<file path="src/rtl/vss_pkg.sv">
package vss_pkg;
    localparam int XLEN  = 32;
    localparam int NREG  = 32;
    localparam int REGW  = $clog2(NREG);
    localparam int VLW   = 6;
    localparam int SEGW  = 3;
    localparam int ESW   = 2;
    localparam int NSLOT = 2;
    localparam int SLOTW = $clog2(NSLOT);
    localparam int CNTW  = VLW + SEGW + 1;
    localparam int RIW   = REGW + VLW + SEGW;

    typedef struct packed {
        logic            vld;
        logic [REGW-1:0] rnum;
        logic            fbank;
        logic            offmode;
        logic [XLEN-1:0] amount;
    } slot_t;

    typedef enum logic [1:0] {
        ST_IDLE  = 2'd0,
        ST_RUN   = 2'd1,
        ST_DONE  = 2'd2,
        ST_ABORT = 2'd3
    } seq_state_t;

    function automatic logic [XLEN-1:0] elem_bytes(input logic [ESW-1:0] code);
        return XLEN'(1) << code;
    endfunction
endpackage

</file>
<file path="src/rtl/vss_slot_bank.sv">
module vss_slot_bank
    import vss_pkg::*;
(
    input  logic             clk,
    input  logic             rst,
    input  logic             wr_en,
    input  logic [SLOTW-1:0] wr_sel,
    input  slot_t            wr_data,
    input  logic [REGW-1:0]  look_reg,
    input  logic             look_bank,
    output logic             hit,
    output slot_t            hit_slot
);
    slot_t [NSLOT-1:0] slots;
    logic  [NSLOT-1:0] match;

    always_ff @(posedge clk) begin
        if (rst) begin
            slots <= '0;
        end else if (wr_en) begin
            for (int s = 0; s < NSLOT; s++) begin
                if (wr_sel == SLOTW'(s)) slots[s] <= wr_data;
            end
        end
    end

    generate
        for (genvar s = 0; s < NSLOT; s++) begin : g_match
            assign match[s] = slots[s].vld && (slots[s].rnum == look_reg)
                              && (slots[s].fbank == look_bank);
        end
    endgenerate

    always_comb begin
        hit      = 1'b0;
        hit_slot = '0;
        for (int s = NSLOT - 1; s >= 0; s--) begin
            if (match[s]) begin
                hit      = 1'b1;
                hit_slot = slots[s];
            end
        end
    end


    slot_write_chk: assert property (@(posedge clk) disable iff (rst)
        (wr_en && wr_sel == '0) |=> (slots[0] == $past(wr_data)));
endmodule

</file>
<file path="src/rtl/vss_plan.sv">
module vss_plan
    import vss_pkg::*;
(
    input  logic            hit,
    input  slot_t           slot,
    input  logic [XLEN-1:0] base_val,
    input  logic [XLEN-1:0] imm,
    input  logic [ESW-1:0]  esize,
    output logic [XLEN-1:0] start,
    output logic [XLEN-1:0] stride
);
    logic [XLEN-1:0] bias;

    always_comb begin
        bias   = hit ? slot.amount : '0;
        start  = base_val + bias;
        stride = (hit && slot.offmode) ? imm : elem_bytes(esize);
    end
endmodule

</file>
<file path="src/rtl/vss_walker.sv">
module vss_walker
    import vss_pkg::*;
(
    input  logic            clk,
    input  logic            rst,
    input  logic            load,
    input  logic            advance,
    input  logic [XLEN-1:0] ld_addr,
    input  logic [XLEN-1:0] ld_stride,
    input  logic [REGW-1:0] ld_reg,
    input  logic [VLW-1:0]  ld_vl,
    input  logic [SEGW-1:0] ld_seg,
    output logic [XLEN-1:0] addr,
    output logic [RIW-1:0]  reg_idx,
    output logic            last
);
    logic [XLEN-1:0] addr_q, stride_q;
    logic [RIW-1:0]  row_q, reg_q;
    logic [VLW-1:0]  vl_q;
    logic [SEGW-1:0] seg_q, j_q;
    logic [CNTW-1:0] rem_q;

    always_ff @(posedge clk) begin
        if (rst) begin
            addr_q   <= '0;
            stride_q <= '0;
            row_q    <= '0;
            reg_q    <= '0;
            vl_q     <= '0;
            seg_q    <= '0;
            j_q      <= '0;
            rem_q    <= '0;
        end else if (load) begin
            addr_q   <= ld_addr;
            stride_q <= ld_stride;
            row_q    <= RIW'(ld_reg);
            reg_q    <= RIW'(ld_reg);
            vl_q     <= ld_vl;
            seg_q    <= ld_seg;
            j_q      <= '0;
            rem_q    <= CNTW'(ld_vl) * (CNTW'(ld_seg) + CNTW'(1));
        end else if (advance) begin
            addr_q <= addr_q + stride_q;
            rem_q  <= rem_q - CNTW'(1);
            if (j_q == seg_q) begin
                j_q   <= '0;
                row_q <= row_q + RIW'(1);
                reg_q <= row_q + RIW'(1);
            end else begin
                j_q   <= j_q + SEGW'(1);
                reg_q <= reg_q + RIW'(vl_q);
            end
        end
    end

    assign addr    = addr_q;
    assign reg_idx = reg_q;
    assign last    = (rem_q == CNTW'(1));


    walk_hold_chk: assert property (@(posedge clk) disable iff (rst)
        (!load && !advance) |=> ($stable(addr_q) && $stable(reg_q)));
endmodule

</file>
<file path="src/rtl/vec_stride_seq.sv">
module vec_stride_seq
    import vss_pkg::*;
(
    input  logic             clk,
    input  logic             rst,
    input  logic             cfg_valid,
    input  logic [SLOTW-1:0] cfg_slot,
    input  logic [REGW-1:0]  cfg_reg,
    input  logic             cfg_fbank,
    input  logic             cfg_offmode,
    input  logic [XLEN-1:0]  cfg_amount,
    input  logic             cmd_valid,
    output logic             cmd_ready,
    input  logic             cmd_store,
    input  logic             cmd_fbank,
    input  logic [REGW-1:0]  cmd_base_reg,
    input  logic [XLEN-1:0]  cmd_base_val,
    input  logic [XLEN-1:0]  cmd_imm,
    input  logic [REGW-1:0]  cmd_vreg,
    input  logic [VLW-1:0]   cmd_vlen,
    input  logic [SEGW-1:0]  cmd_seg,
    input  logic [ESW-1:0]   cmd_esize,
    output logic             req_valid,
    input  logic             req_ready,
    output logic             req_store,
    output logic             req_fbank,
    output logic [XLEN-1:0]  req_addr,
    output logic [REGW-1:0]  req_reg,
    output logic             done,
    output logic             err
);
    seq_state_t      state_q, state_d;
    logic            store_q, fbank_q;
    slot_t           wr_data, hit_slot;
    logic            hit;
    logic [XLEN-1:0] p_start, p_stride;
    logic [CNTW-1:0] total;
    logic [RIW-1:0]  need, reg_wide;
    logic            accept, bad, empty, load, advance, last;

    assign wr_data = '{vld: 1'b1, rnum: cfg_reg, fbank: cfg_fbank,
                       offmode: cfg_offmode, amount: cfg_amount};

    vss_slot_bank u_slots (
        .clk      (clk),
        .rst      (rst),
        .wr_en    (cfg_valid),
        .wr_sel   (cfg_slot),
        .wr_data  (wr_data),
        .look_reg (cmd_base_reg),
        .look_bank(cmd_fbank),
        .hit      (hit),
        .hit_slot (hit_slot)
    );

    vss_plan u_plan (
        .hit     (hit),
        .slot    (hit_slot),
        .base_val(cmd_base_val),
        .imm     (cmd_imm),
        .esize   (cmd_esize),
        .start   (p_start),
        .stride  (p_stride)
    );

    assign total   = CNTW'(cmd_vlen) * (CNTW'(cmd_seg) + CNTW'(1));
    assign need    = RIW'(cmd_vreg) + RIW'(total);
    assign empty   = (total == '0);
    assign bad     = !empty && (need > RIW'(NREG));
    assign accept  = cmd_valid && (state_q == ST_IDLE);
    assign load    = accept && !bad && !empty;
    assign advance = (state_q == ST_RUN) && req_ready;

    vss_walker u_walk (
        .clk      (clk),
        .rst      (rst),
        .load     (load),
        .advance  (advance),
        .ld_addr  (p_start),
        .ld_stride(p_stride),
        .ld_reg   (cmd_vreg),
        .ld_vl    (cmd_vlen),
        .ld_seg   (cmd_seg),
        .addr     (req_addr),
        .reg_idx  (reg_wide),
        .last     (last)
    );

    always_comb begin
        state_d = state_q;
        unique case (state_q)
            ST_IDLE: begin
                if (accept) begin
                    if (bad)        state_d = ST_ABORT;
                    else if (empty) state_d = ST_DONE;
                    else            state_d = ST_RUN;
                end
            end
            ST_RUN:   if (req_ready && last) state_d = ST_DONE;
            ST_DONE:  state_d = ST_IDLE;
            ST_ABORT: state_d = ST_IDLE;
            default:  state_d = ST_IDLE;
        endcase
    end

    always_ff @(posedge clk) begin
        if (rst) begin
            state_q <= ST_IDLE;
            store_q <= 1'b0;
            fbank_q <= 1'b0;
        end else begin
            state_q <= state_d;
            if (accept) begin
                store_q <= cmd_store;
                fbank_q <= cmd_fbank;
            end
        end
    end

    assign cmd_ready = (state_q == ST_IDLE);
    assign req_valid = (state_q == ST_RUN);
    assign req_store = store_q;
    assign req_fbank = fbank_q;
    assign req_reg   = reg_wide[REGW-1:0];
    assign done      = (state_q == ST_DONE);
    assign err       = (state_q == ST_ABORT);


    stall_hold_chk: assert property (@(posedge clk) disable iff (rst)
        (req_valid && !req_ready) |=> (req_valid && $stable(req_addr) && $stable(req_reg)));


    done_once_chk: assert property (@(posedge clk) disable iff (rst)
        done |=> (!done && cmd_ready));


    reg_bound_chk: assert property (@(posedge clk) disable iff (rst)
        req_valid |-> (reg_wide < RIW'(NREG)));


    abort_quiet_chk: assert property (@(posedge clk) disable iff (rst)
        err |=> (!req_valid && !done));


    attr_hold_chk: assert property (@(posedge clk) disable iff (rst)
        (req_valid && $past(req_valid)) |-> ($stable(req_store) && $stable(req_fbank)));


    idle_quiet_chk: assert property (@(posedge clk) disable iff (rst)
        cmd_ready |-> !req_valid);
endmodule

</file>
<file path="config.mk">
export PLATFORM = sky130hd
export DESIGN_NAME = vec_stride_seq
export DESIGN_NICKNAME = d
export VERILOG_FILES = /design/src/rtl/vss_pkg.sv /design/src/rtl/vss_slot_bank.sv /design/src/rtl/vss_plan.sv /design/src/rtl/vss_walker.sv /design/src/rtl/vec_stride_seq.sv
export SDC_FILE = /design/constraint.sdc
export NUM_CORES = 1
export LEC_CHECK = 0
export ABC_CLOCK_PERIOD_IN_PS = 5200
export CORE_UTILIZATION = 50
export CTS_BUF_LIST = sky130_fd_sc_hd__clkbuf_4 sky130_fd_sc_hd__clkbuf_8 sky130_fd_sc_hd__clkbuf_16
export DETAILED_ROUTE_END_ITERATION = 8
export MAX_ROUTING_LAYER = met4
export PLACE_DENSITY = 0.78
export SYNTH_ARGS = -nofsm -noshare
export SYNTH_HDL_FRONTEND = slang
export SYNTH_SLANG_ARGS = --single-unit
</file>
<file path="constraint.sdc">
create_clock -name clk -period 5.2 [get_ports clk]
set_input_delay 1.3 -clock clk [delete_from_list [all_inputs] [get_ports clk]]
set_output_delay 1.3 -clock clk [all_outputs]
set_load 0.02 [all_outputs]
</file>
==> results.md, run 1 <==
* Status: finished clean
* Simple-gate share of the synthesized area at 0.199
* LEAKAGE at 6.17 nW
* CTS tree: done
* Sequential area share after synthesis at 0.310
* Reg2Reg Depth at 18
* Net Count, Synth at 1674
* Sequential cell area at 3580 sq um
* Remaining Overflow, GRT at 0
* CP required at 5.57 ns
* CP max stage delay at 0.54 ns
* Maximum clock frequency at 196 MHz
* CP Launch Type: input pin
* DR pass1 iterations at 5
* Pin count of the biggest net entering global routing at 83
* Pwr Density at 279 nW/um^2
* Fin crit share at 0.981
* Compound-cell area share of the yosys netlist at 0.236
* Die Area at 23700 sq um
* Core region area at 22600 sq um
* Total power at 4.26 mW
* Buf/Inv on CP at 4
* Overall routed net length at 33900 um
* Hold Crit Endpoint: u_slots.slots[26]
* Worst Skew at 0.0135 ns
* CTS Sinks at 179
* Vias in the first global route at 10715
* DR WL/cell at 17.2 um
* Delay-heaviest family, CP: adder cells
* Hold Crit Class: reg2reg
* Chip height at 154 um
* Final Wtd Congestion at 0.933
* Worst skew pair latency at 0.44 ns
* Netlist cell types at 77
* Die width at 154 um
* Hold-fix buffers, CTS at 0
* Root Buffer: clkbuf_16
* Max_cap viols at 0
* # rows at 55
* Synth warnings at 0
* Global-route usage over all layers at 0.287
* Post-Synth Adder-Cell Area at 0.118
* H-tree depth at 4
* XOR/XNOR share of the synthesized area at 0.0659
* Critical path type: in2reg
* Clock slew seen by the registers of the worst setup and hold paths at 0.07 ns
* CP Cell Sequence: buf_6 -> ha_4 -> nand2_1 -> fa_1 -> inv_2 -> fa_1 -> fa_2 -> ha_4 -> nor2_4 -> nor3b_4 -> o221ai_2 -> a211o_1 -> a21oi_4 -> buf_4 -> nand3_4 -> buf_12 -> nor2_4 -> o31a_1 -> a21o_1
* GR met2 Demand/Resource at 0.448
* RSZ-0062 raised after global routing: true
* Synthesized area at 11600 sq um
* Total CTS buffers at 17
* #FFs+latches synth at 179
* Critical path's slowest cell: fa_1
* Final Non-Filler Cells at 1979
* Min-delay src: u_slots.slots[26]
* Final Hold Fails at 0
* Via Count at 11420
* Final antenna-violating net count at 0
* FF-to-FF End: u_walk.addr[27]
* Cells after DPL at 1931
* Slew Limit Fails at 0
* R2r setup slk at 1.25 ns
* Worst setup EP type: flop
* Setup violators final at 0
* Antenna violations before repair at 1
* Ports at 175
* Clock buffer depth at 2
* Buffers added on ports at 174
* Top cell type by total area after synthesis: dfxtp_1
* Global route hottest layer: met2
* Largest family of logic cells by synthesized area: compound AO/OA/AOI/OAI gates
* Ys async rst share at 0
* Worst slew pin tran at 0.965 ns
* Mean area per synthesized cell at 8.03 sq um
* HPWL Detailed at 24700 um
* Top_reg_cell synth: dfxtp_1
* Period minus WS final at 5.10 ns
* WHS Path Cells at 2
* DRC at 0
* Grt met3 use at 0.0375
* Layout cells sized above 1 at 0.127
* Slew HR at 0.354
* Area used by multi-input combinational logic at 7790 sq um
* First-pass GRT wire length at 53600 um
* Post-synth EDFFs at 0
* Synth Instances at 1440
* Fillers at 1856
* GRT met1 Usage at 0.382
* Yosys top cell area share at 0.310
* Critical Path AT at 5.47 ns
* Initial DRC Count at 744
* Mux share of post-synthesis cell area at 0.0330
* Via-to-Cell Ratio at 5.77
* Max IR drop VDD at 0.179 mV
* Nets@finish at 1914
* CP max FO at 13
* R2r startpoint: u_slots.slots[35]
* Initial core utilization at 0.510
* Synth top area cells: dfxtp_1 (31%), ha_1 (9.7%), nand2_1 (8.6%)
* Area delta synth->final at 32.0%
-- report_power, final --
group          switching (mW)  leakage (nW)  internal, mW
sequential             0.0948          1.46          1.47
combinational           0.655          4.40         0.609
clock                   0.593         0.314         0.833
-- state kept, by name, indices dropped and copies added, names as in the netlist --
name and count:
u_walk.reg_idx 5, u_walk.j_q 3, u_walk.rem_q 10, u_walk.addr 32, state_q 2, req_fbank 1
u_walk.seg_q 3, req_store 1, u_walk.row_q 5, u_walk.stride_q 32, u_slots.slots 80, u_walk.vl_q 5
-- logic make-up (layout without fill, tap and decap cells) --
group                    count (synthesis)  count (layout)
AO/OA/AOI/OAI                          413             413
flip-flops                             179             179
AND/OR/NAND/NOR                        515             515
buffers and inverters                  106             359
multiplexers                            38              38
XOR/XNOR                                87              87
adder cells (fa/ha/maj)                102             102
other                                    0               1
-- through the flow --
stage	utilization	setup WS (ns)	cell area [sq um]	TNS (ns)	hold slack (ns)
CTS	0.663	0.00547	15000	0	0.456
floorplan	-	-0.0691	11700	-1.94	0.432
global route	0.674	-0.0601	15300	-0.238	0.473
detailed placement	0.630	-1.01	14300	-79.73	0.447
finish	0.674	0.0975	15300	0	0.454
global placement	0.630	-0.844	14300	-68.29	0.441
-- cell type report --
cell class | instances | area share
inverters | 32 | 0.00787
multi-input cells | 1155 | 0.511
clock buffers | 19 | 0.0293
repair buffers | 295 | 0.181
flip-flops and latches | 179 | 0.235
diodes | 1 | 0.000164
well taps | 285 | 0.0234
clock inverters | 13 | 0.0129
-- synthesized netlist by cell type, types with 15 or more instances --
library cell  number
o21ai_0           41
ha_1              90
inv_1             32
xnor2_1           50
a22o_1            30
dfxtp_1          179
nor3_1            19
xor2_1            37
a211oi_1          34
o211ai_1          15
a21oi_1          167
nand3_1           27
nor2_1           105
mux2i_1           37
nand2b_1          15
nand2_1          265
a31oi_1           17
and2_1            16
a21o_1            30
clkbuf_1          56
-- metal layers --
| layer | wire (um) | share of wire |
|---|---|---|
| met1 | 15200 | 0.45 |
| met2 | 15800 | 0.46 |
| met3 | 2080 | 0.061 |
| met4 | 873 | 0.026 |
| met5 | 0 | 0 |
-- worst min-delay path, cell delays in order (launching register included) --
cell     delay, ns
dfxtp_1       0.31
nand2_1       0.05
a21oi_1       0.05
-- timing repair --
action | in CTS | in global routing
endpoints found under the setup margin | 95 | 88
buffers inserted | 8 | 7
pin swaps | 12 | 21
gates resized for setup | 23 | 49
gates cloned | 0 | 0
-- placed cells by master, fill, tap and decap left out, types with 11 or more instances in the layout --
cell	count
and2_1	15
dfxtp_1	179
o211ai_1	15
mux2i_1	36
nor2b_1	11
xnor2_1	50
nand2b_1	14
a221oi_1	11
inv_1	31
clkdlybuf4s50_1	166
a211oi_1	31
a21oi_1	164
fa_1	11
buf_4	108
nand2_1	264
ha_1	86
nor2_1	99
nand3_1	25
a22o_1	30
o21ai_0	39
clkbuf_16	17
a31oi_1	16
xor2_1	35
nor3_1	18
a21o_1	30
-- worst max path at each step --
stage,start,endpoint,slack [ns],cells past startpoint
after floorplan,cmd_seg[0],u_walk.stride_q[11],-0.07,19
after global placement,cmd_seg[0],u_walk.addr[26],-0.84,18
after detailed placement,cmd_seg[0],u_walk.addr[26],-1.01,18
after CTS,cmd_seg[1],u_walk.addr[26],0.005,18
after global routing,cmd_seg[1],u_walk.addr[23],-0.06,19
final,cmd_seg[1],u_walk.addr[17],0.1,19
Power figures use the tool's default switching activity.
==> run 2, diff against run 1 <==
ABC_AREA = 1   (was unset)
PLACE_DENSITY = 0.76   (was 0.78)
SKIP_CTS_REPAIR_TIMING = 1   (was unset)
==> run 2 against run 1 <==
Compared with the run above:
- combinational power rose by 45%
- first-iteration DRC count is 40% higher
- sequential share of layout area decreased by 2.1 points
==> results.md, run 2 <==
* Synth Instances at 2164 (was 1440)
* Min-delay src: u_slots.slots[1] (was u_slots.slots[26])
* Synthesized area at 13200 sq um (was 11600 sq um)
* Post-synth EDFFs at 0 (unchanged)
* Layout cells sized above 1 at 0.0690 (was 0.127)
* Critical Path AT at 5.40 ns (was 5.47 ns)
* Worst Skew at 0.0132 ns (was 0.0135 ns)
* H-tree depth at 4 (unchanged)
* #FFs+latches synth at 179 (unchanged)
* Max_cap viols at 0 (unchanged)
* Largest register by flop count: u_slots.slots (unchanged)
* Synth warnings at 0 (unchanged)
* Design Area, Final at 16700 sq um (was 15300 sq um)
* Clock buffer depth at 2 (unchanged)
* Critical path's slowest cell: fa_1 (unchanged)
* Period minus WS final at 5.06 ns (was 5.10 ns)
* Final Hold Fails at 0 (unchanged)
* Initial core utilization at 0.509 (was 0.510)
* Synth top area cells: dfxtp_1 (27%), nand2_1 (16%), nor2_1 (10%) (was dfxtp_1 (31%), ha_1 (9.7%), nand2_1 (8.6%))
* First-pass GRT wire length at 66800 um (was 53600 um)
* Slew HR at 0.275 (was 0.354)
* Global-route usage over all layers at 0.320 (was 0.287)
* Worst skew pair latency at 0.46 ns (was 0.44 ns)
* Most common cell after layout, fill and taps aside: nand2_1 (unchanged)
* Die Area at 27100 sq um (was 23700 sq um)
* Sequential area share after synthesis at 0.271 (was 0.310)
* R2r startpoint: u_slots.slots[34] (was u_slots.slots[35])
* Area used by multi-input combinational logic at 8530 sq um (was 7790 sq um)
* Top-count cell post-synth: nand2_1 (unchanged)
* Top cell type by total area after synthesis: dfxtp_1 (unchanged)
* WHS Path Cells at 2 (unchanged)
* Fin crit share at 0.974 (was 0.981)
* Ports at 175 (unchanged)
* Die width at 165 um (was 154 um)
* # rows at 59 (was 55)
* Final antenna-violating net count at 0 (unchanged)
* Ys async rst share at 0 (unchanged)
* CTS tree: done (unchanged)
* CP required at 5.54 ns (was 5.57 ns)
* CP max stage delay at 0.59 ns (was 0.54 ns)
* Via Count at 14434 (was 11420)
* Inserted Diodes at 0 (was 1)
* Crit path from: cmd_seg[1] (unchanged)
* Final Non-Filler Cells at 2712 (was 1979)
* Sequential cell area at 3580 sq um (unchanged)
* Nets@finish at 2599 (was 1914)
* Setup violators final at 0 (unchanged)
* Fillers at 2534 (was 1856)
* Reg2Reg Depth at 23 (was 18)
* CTS Sinks at 179 (unchanged)
* Pwr Density at 289 nW/um^2 (was 279 nW/um^2)
* Remaining Overflow, GRT at 0 (unchanged)
* Root Buffer: clkbuf_16 (unchanged)
* Cells after DPL at 2661 (was 1931)
* Netlist cell types at 39 (was 77)
* Status: finished clean (unchanged)
* Maximum clock frequency at 197 MHz (was 196 MHz)
* Top_reg_cell synth: dfxtp_1 (unchanged)
* Via-to-Cell Ratio at 5.32 (was 5.77)
* Worst setup EP type: flop (unchanged)
* Overall routed net length at 43800 um (was 33900 um)
* Buffers added on ports at 174 (unchanged)
* HPWL Detailed at 32700 um (was 24700 um)
* Net Count, Synth at 2398 (was 1674)
* Commonest non-fill, non-tap cells in the layout: nand2_1 (564), nor2_1 (350), inv_1 (238) (was nand2_1 (264), dfxtp_1 (179), clkdlybuf4s50_1 (166))
* Critical path type: in2reg (unchanged)
* Slew Limit Fails at 0 (unchanged)
* Core region area at 26000 sq um (was 22600 sq um)
* Clock slew seen by the registers of the worst setup and hold paths at 0.08 ns (was 0.07 ns)
* Setup TNS at 0 ns (unchanged)
* Area delta synth->final at 26.5% (was 32.0%)
* Total CTS buffers at 17 (unchanged)
* Max reg flops at 80 (unchanged)
* CP Launch Type: input pin (unchanged)
* Pin count of the biggest net entering global routing at 91 (was 83)
* Antenna violations before repair at 0 (was 1)
* Yosys top cell area share at 0.271 (was 0.310)
* Post-synth top cells: nand2_1 (577), nor2_1 (351), inv_1 (243) (was nand2_1 (265), dfxtp_1 (179), a21oi_1 (167))
* LEAKAGE at 8.39 nW (was 6.17 nW)
* Chip height at 165 um (was 154 um)
* Vias in the first global route at 13074 (was 10715)
* DRC at 0 (unchanged)
* Mean area per synthesized cell at 6.11 sq um (was 8.03 sq um)
* Initial DRC Count at 1042 (was 744)
* DP Area at 15600 sq um (was 14300 sq um)
* DR pass1 iterations at 6 (was 5)
* Final Wtd Congestion at 0.957 (was 0.933)
* CP max FO at 8 (was 13)
* Worst slew pin tran at 1.08 ns (was 0.965 ns)
* DR WL/cell at 16.1 um (was 17.2 um)
* CP Cell Sequence: clkbuf_2 -> buf_4 -> nand3_2 -> inv_2 -> nand2_1 -> fa_1 -> inv_2 -> fa_1 -> fa_2 -> ha_4 -> a21oi_1 -> nand2_2 -> xor2_1 -> nor2_1 -> nor2_4 -> nor2_4 -> buf_6 -> nand3_4 -> buf_12 -> buf_6 -> clkbuf_16 -> nand3_1 -> nand2_1 (was buf_6 -> ha_4 -> nand2_1 -> fa_1 -> inv_2 -> fa_1 -> fa_2 -> ha_4 -> nor2_4 -> nor3b_4 -> o221ai_2 -> a211o_1 -> a21oi_4 -> buf_4 -> nand3_4 -> buf_12 -> nor2_4 -> o31a_1 -> a21o_1)
* Max IR drop VDD at 0.222 mV (was 0.179 mV)
* Hold Crit Class: reg2reg (unchanged)
-- run 2: changes by cell type after synthesis, sizes merged, moves of 16 or more --
cell and change:
nor2 +250, a31oi -17, a21o -28, nand3 +166, xnor2 -31, nand4 +18
o21ai +136, a22o -30, o211ai -16, a211oi -34, a21oi -57, mux2i -37
inv +216, nand2 +314
-- run 2: worst paths after layout --
kind,slack (ns),to
worst max-delay path,0.14,u_walk.stride_q[7]
worst min-delay path,0.45,u_slots.slots[1]
worst max register to register,1.65,u_walk.addr[27]
worst min register to register,0.45,u_slots.slots[1]
-- run 2: metrics by stage --
stage               hold WS, ns  utilization  power [mW]  setup slack, ns
floorplan                 0.425            -        2.64          0.00237
global placement          0.438        0.601        3.25           -0.565
detailed placement        0.444        0.601        3.28           -0.713
CTS                       0.455        0.624        4.63           -0.250
global route              0.496        0.644        5.08          -0.0374
finish                    0.453        0.644        4.83            0.136
-- run 2: critical path: cells and delay by family --
kind | cells | cell delay [ns]
fa+ha+maj | 4 | 1.92
buf+inv | 8 | 0.98
simple gates | 9 | 0.89
compound gates | 1 | 0.15
xor+xnor | 1 | 0.14
-- run 2: routing by layer --
metal / global-route usage / vias to the layer above / part of all wire
li1: - / 7323 / -
met1: 0.422 / 6631 / 0.45
met2: 0.534 / 424 / 0.48
met3: 0.0309 / 56 / 0.047
met4: 0.0601 / 0 / 0.019
met5: - / - / 0
-- run 2: cell type report --
cell class | instances | share of cell area
clock buffers | 17 | 0.0254
clock inverters | 14 | 0.0103
inverters | 251 | 0.0568
multi-input cells | 1663 | 0.510
flip-flops and latches | 179 | 0.214
well taps | 335 | 0.0250
repair buffers | 253 | 0.159
-- run 2: cell families after synthesis --
logic type,after synthesis,synth area share
AOI/OAI and AO/OA,316,0.124
xor gates and xnor gates,59,0.0391
adders and majority gates,102,0.103
buffers and inverters,322,0.0953
DFF,179,0.271
and+or+nand+nor,1186,0.368
-- run 2: report_power, final --
group / switching, mW / internal, mW / total, mW
registers: 0.131 / 1.52 / 1.65
clock network: 0.669 / 0.686 / 1.35
logic: 1.02 / 0.808 / 1.83
==> run 3, diff against run 2 <==
ABC_CLOCK_PERIOD_IN_PS = 5700   (was 5200)
CTS_CLUSTER_DIAMETER = 100   (was unset)
PLACE_DENSITY = 0.73   (was 0.76)
clock period = 5.7 ns   (was 5.2 ns; I/O delays follow)
==> run 3 against run 2 <==
Compared with the run above:
- clock power is 12% lower
- flip-flop and latch count stayed put
- total power decreased by 12%
- cell count shrank 0.85%
- wire length down 3.3%
- clock skew rose by 0.0053 ns
- register-to-register slack better by 0.26 ns
- first-iteration DRC count is 3.9% higher
- cell area down 2.1%
- sequential share of layout area is 0.47 points higher
- setup slack better by 0.0043 ns
==> results.md, run 3 (synthesis gave the netlist of run 2 again) <==
* Status: finished clean (unchanged)
* Root Buffer: clkbuf_16 (unchanged)
* Global-route usage over all layers at 0.315 (was 0.320)
* DR pass1 iterations at 6 (unchanged)
* Crit-path most repeated cell: nand2_1
* Worst Skew at 0.0185 ns (was 0.0132 ns)
* Chip height at 165 um (unchanged)
* CP max FO at 7 (was 8)
* CP Launch Type: input pin (unchanged)
* Total CTS buffers at 17 (unchanged)
* Largest register by flop count: u_slots.slots (unchanged)
* Initial DRC Count at 1083 (was 1042)
* CP required at 6.08 ns (was 5.54 ns)
* Die Area at 27100 sq um (unchanged)
* Overall routed net length at 42400 um (was 43800 um)
* Initial core utilization at 0.509 (unchanged)
* Commonest non-fill, non-tap cells in the layout: nand2_1 (573), nor2_1 (349), inv_1 (240) (was nand2_1 (564), nor2_1 (350), inv_1 (238))
* H-tree depth at 4 (unchanged)
* Vias in the first global route at 12892 (was 13074)
* Layout cells sized above 1 at 0.0531 (was 0.0690)
* DR WL/cell at 15.8 um (was 16.1 um)
* Fillers at 2535 (was 2534)
* First-pass GRT wire length at 65300 um (was 66800 um)
* Ports at 175 (unchanged)
* Area delta synth->final at 23.8% (was 26.5%)
* Via Count at 14278 (was 14434)
* Critical path's slowest cell: fa_1 (unchanged)
* Critical Path AT at 5.94 ns (was 5.40 ns)
* Remaining Overflow, GRT at 0 (unchanged)
* Max IR drop VDD at 0.153 mV (was 0.222 mV)
* Setup TNS at 0 ns (unchanged)
* Pin count of the biggest net entering global routing at 137 (was 91)
* Final Hold Fails at 0 (unchanged)
* Max_cap viols at 0 (unchanged)
* Critical path type: in2reg (unchanged)
* DRC at 0 (unchanged)
* Via-to-Cell Ratio at 5.31 (was 5.32)
* Most common cell after layout, fill and taps aside: nand2_1 (unchanged)
* Maximum clock frequency at 180 MHz
* CTS tree: done (unchanged)
* Nets@finish at 2576 (was 2599)
* Max reg flops at 80 (unchanged)
* Pwr Density at 260 nW/um^2 (was 289 nW/um^2)
* Clock slew seen by the registers of the worst setup and hold paths at 0.08 ns (about the same)
* Buf/Inv on CP at 9 (was 8)
* Fin crit share at 0.975
* Worst slew pin tran at 1.05 ns (was 1.08 ns)
* Final Wtd Congestion at 0.950 (was 0.957)
* HPWL Detailed at 32400 um (was 32700 um)
* CTS Sinks at 179 (unchanged)
* CP max stage delay at 0.44 ns (was 0.59 ns)
* Inserted Diodes at 0 (unchanged)
* Die width at 165 um (unchanged)
* Final antenna-violating net count at 0 (unchanged)
* LEAKAGE at 8.18 nW (was 8.39 nW)
* Buffers added on ports at 174 (unchanged)
* Worst skew pair latency at 0.45 ns (was 0.46 ns)
* Final Hold Slack at 0.455 ns (was 0.453 ns)
* Slew HR at 0.298 (was 0.275)
* Area used by multi-input combinational logic at 8470 sq um (was 8530 sq um)
* Core region area at 26000 sq um (unchanged)
* Sequential cell area at 3580 sq um (unchanged)
* Slew Limit Fails at 0 (unchanged)
* Hold Crit Class: reg2reg (unchanged)
* Period minus WS final at 5.56 ns
* Antenna violations before repair at 0 (unchanged)
* Setup violators final at 0 (unchanged)
* Clock buffer depth at 2 (unchanged)
* Worst setup EP type: flop (unchanged)
* Delay-heaviest family, CP: adder cells (unchanged)
* # rows at 59 (unchanged)
## run 3: path summary, 6_finish.rpt
| check | startpoint | endpoint | slack [ns] | cells past startpoint |
|---|---|---|---|---|
| setup / recovery | cmd_seg[0] | u_walk.stride_q[1] | 0.14 | 29 |
| hold / removal | u_slots.slots[1] | u_slots.slots[1] | 0.45 | 2 |
| setup reg to reg | u_slots.slots[34] | u_walk.addr[27] | 1.91 | 23 |
| hold reg to reg | u_slots.slots[1] | u_slots.slots[1] | 0.45 | 2 |
## run 3: final cells by class
| type | count | area share |
|---|---|---|
| clock buffer | 17 | 0.0260 |
| inverter | 251 | 0.0576 |
| multi-input combinational | 1663 | 0.517 |
| sequential | 179 | 0.219 |
| clock inverter | 14 | 0.00863 |
| timing repair buffer | 230 | 0.146 |
| tap | 335 | 0.0256 |
## run 3: worst reg2reg max path: cells and delay by family (launching register included)
family / cells / cell delay [ns]
simple gates: 18 / 2.51
buf+inv: 4 / 0.64
flops: 1 / 0.34
fa+ha+maj: 1 / 0.24
## run 3: report_power, final
part	leakage (nW)	switching [mW]	internal, mW
Clock	0.280	0.611	0.580
Combinational	6.44	0.882	0.683
Sequential	1.46	0.118	1.39
Total	8.18	1.61	2.65
## run 3: per-layer routing
layer | vias to the layer above | part of all wire | GRT usage
met4 | 0 | 0.017 | 0.0780
met5 | - | 0 | -
met2 | 469 | 0.48 | 0.522
met1 | 6477 | 0.45 | 0.406
li1 | 7277 | - | -
met3 | 55 | 0.058 | 0.0389
## run 3: stage by stage
step | power [mW] | instances | utilization | worst slack [ns] | cell area, sq um
finish | 4.26 | 2689 | 0.630 | 0.140 | 16400
global placement | 2.97 | 2647 | 0.600 | -0.327 | 15600
CTS | 4.18 | 2678 | 0.621 | 0.0495 | 16100
global route | 4.49 | 2689 | 0.630 | -0.0154 | 16400
floorplan | 2.41 | 2164 | - | 0.243 | 13200
detailed placement | 2.99 | 2647 | 0.600 | -0.385 | 15600
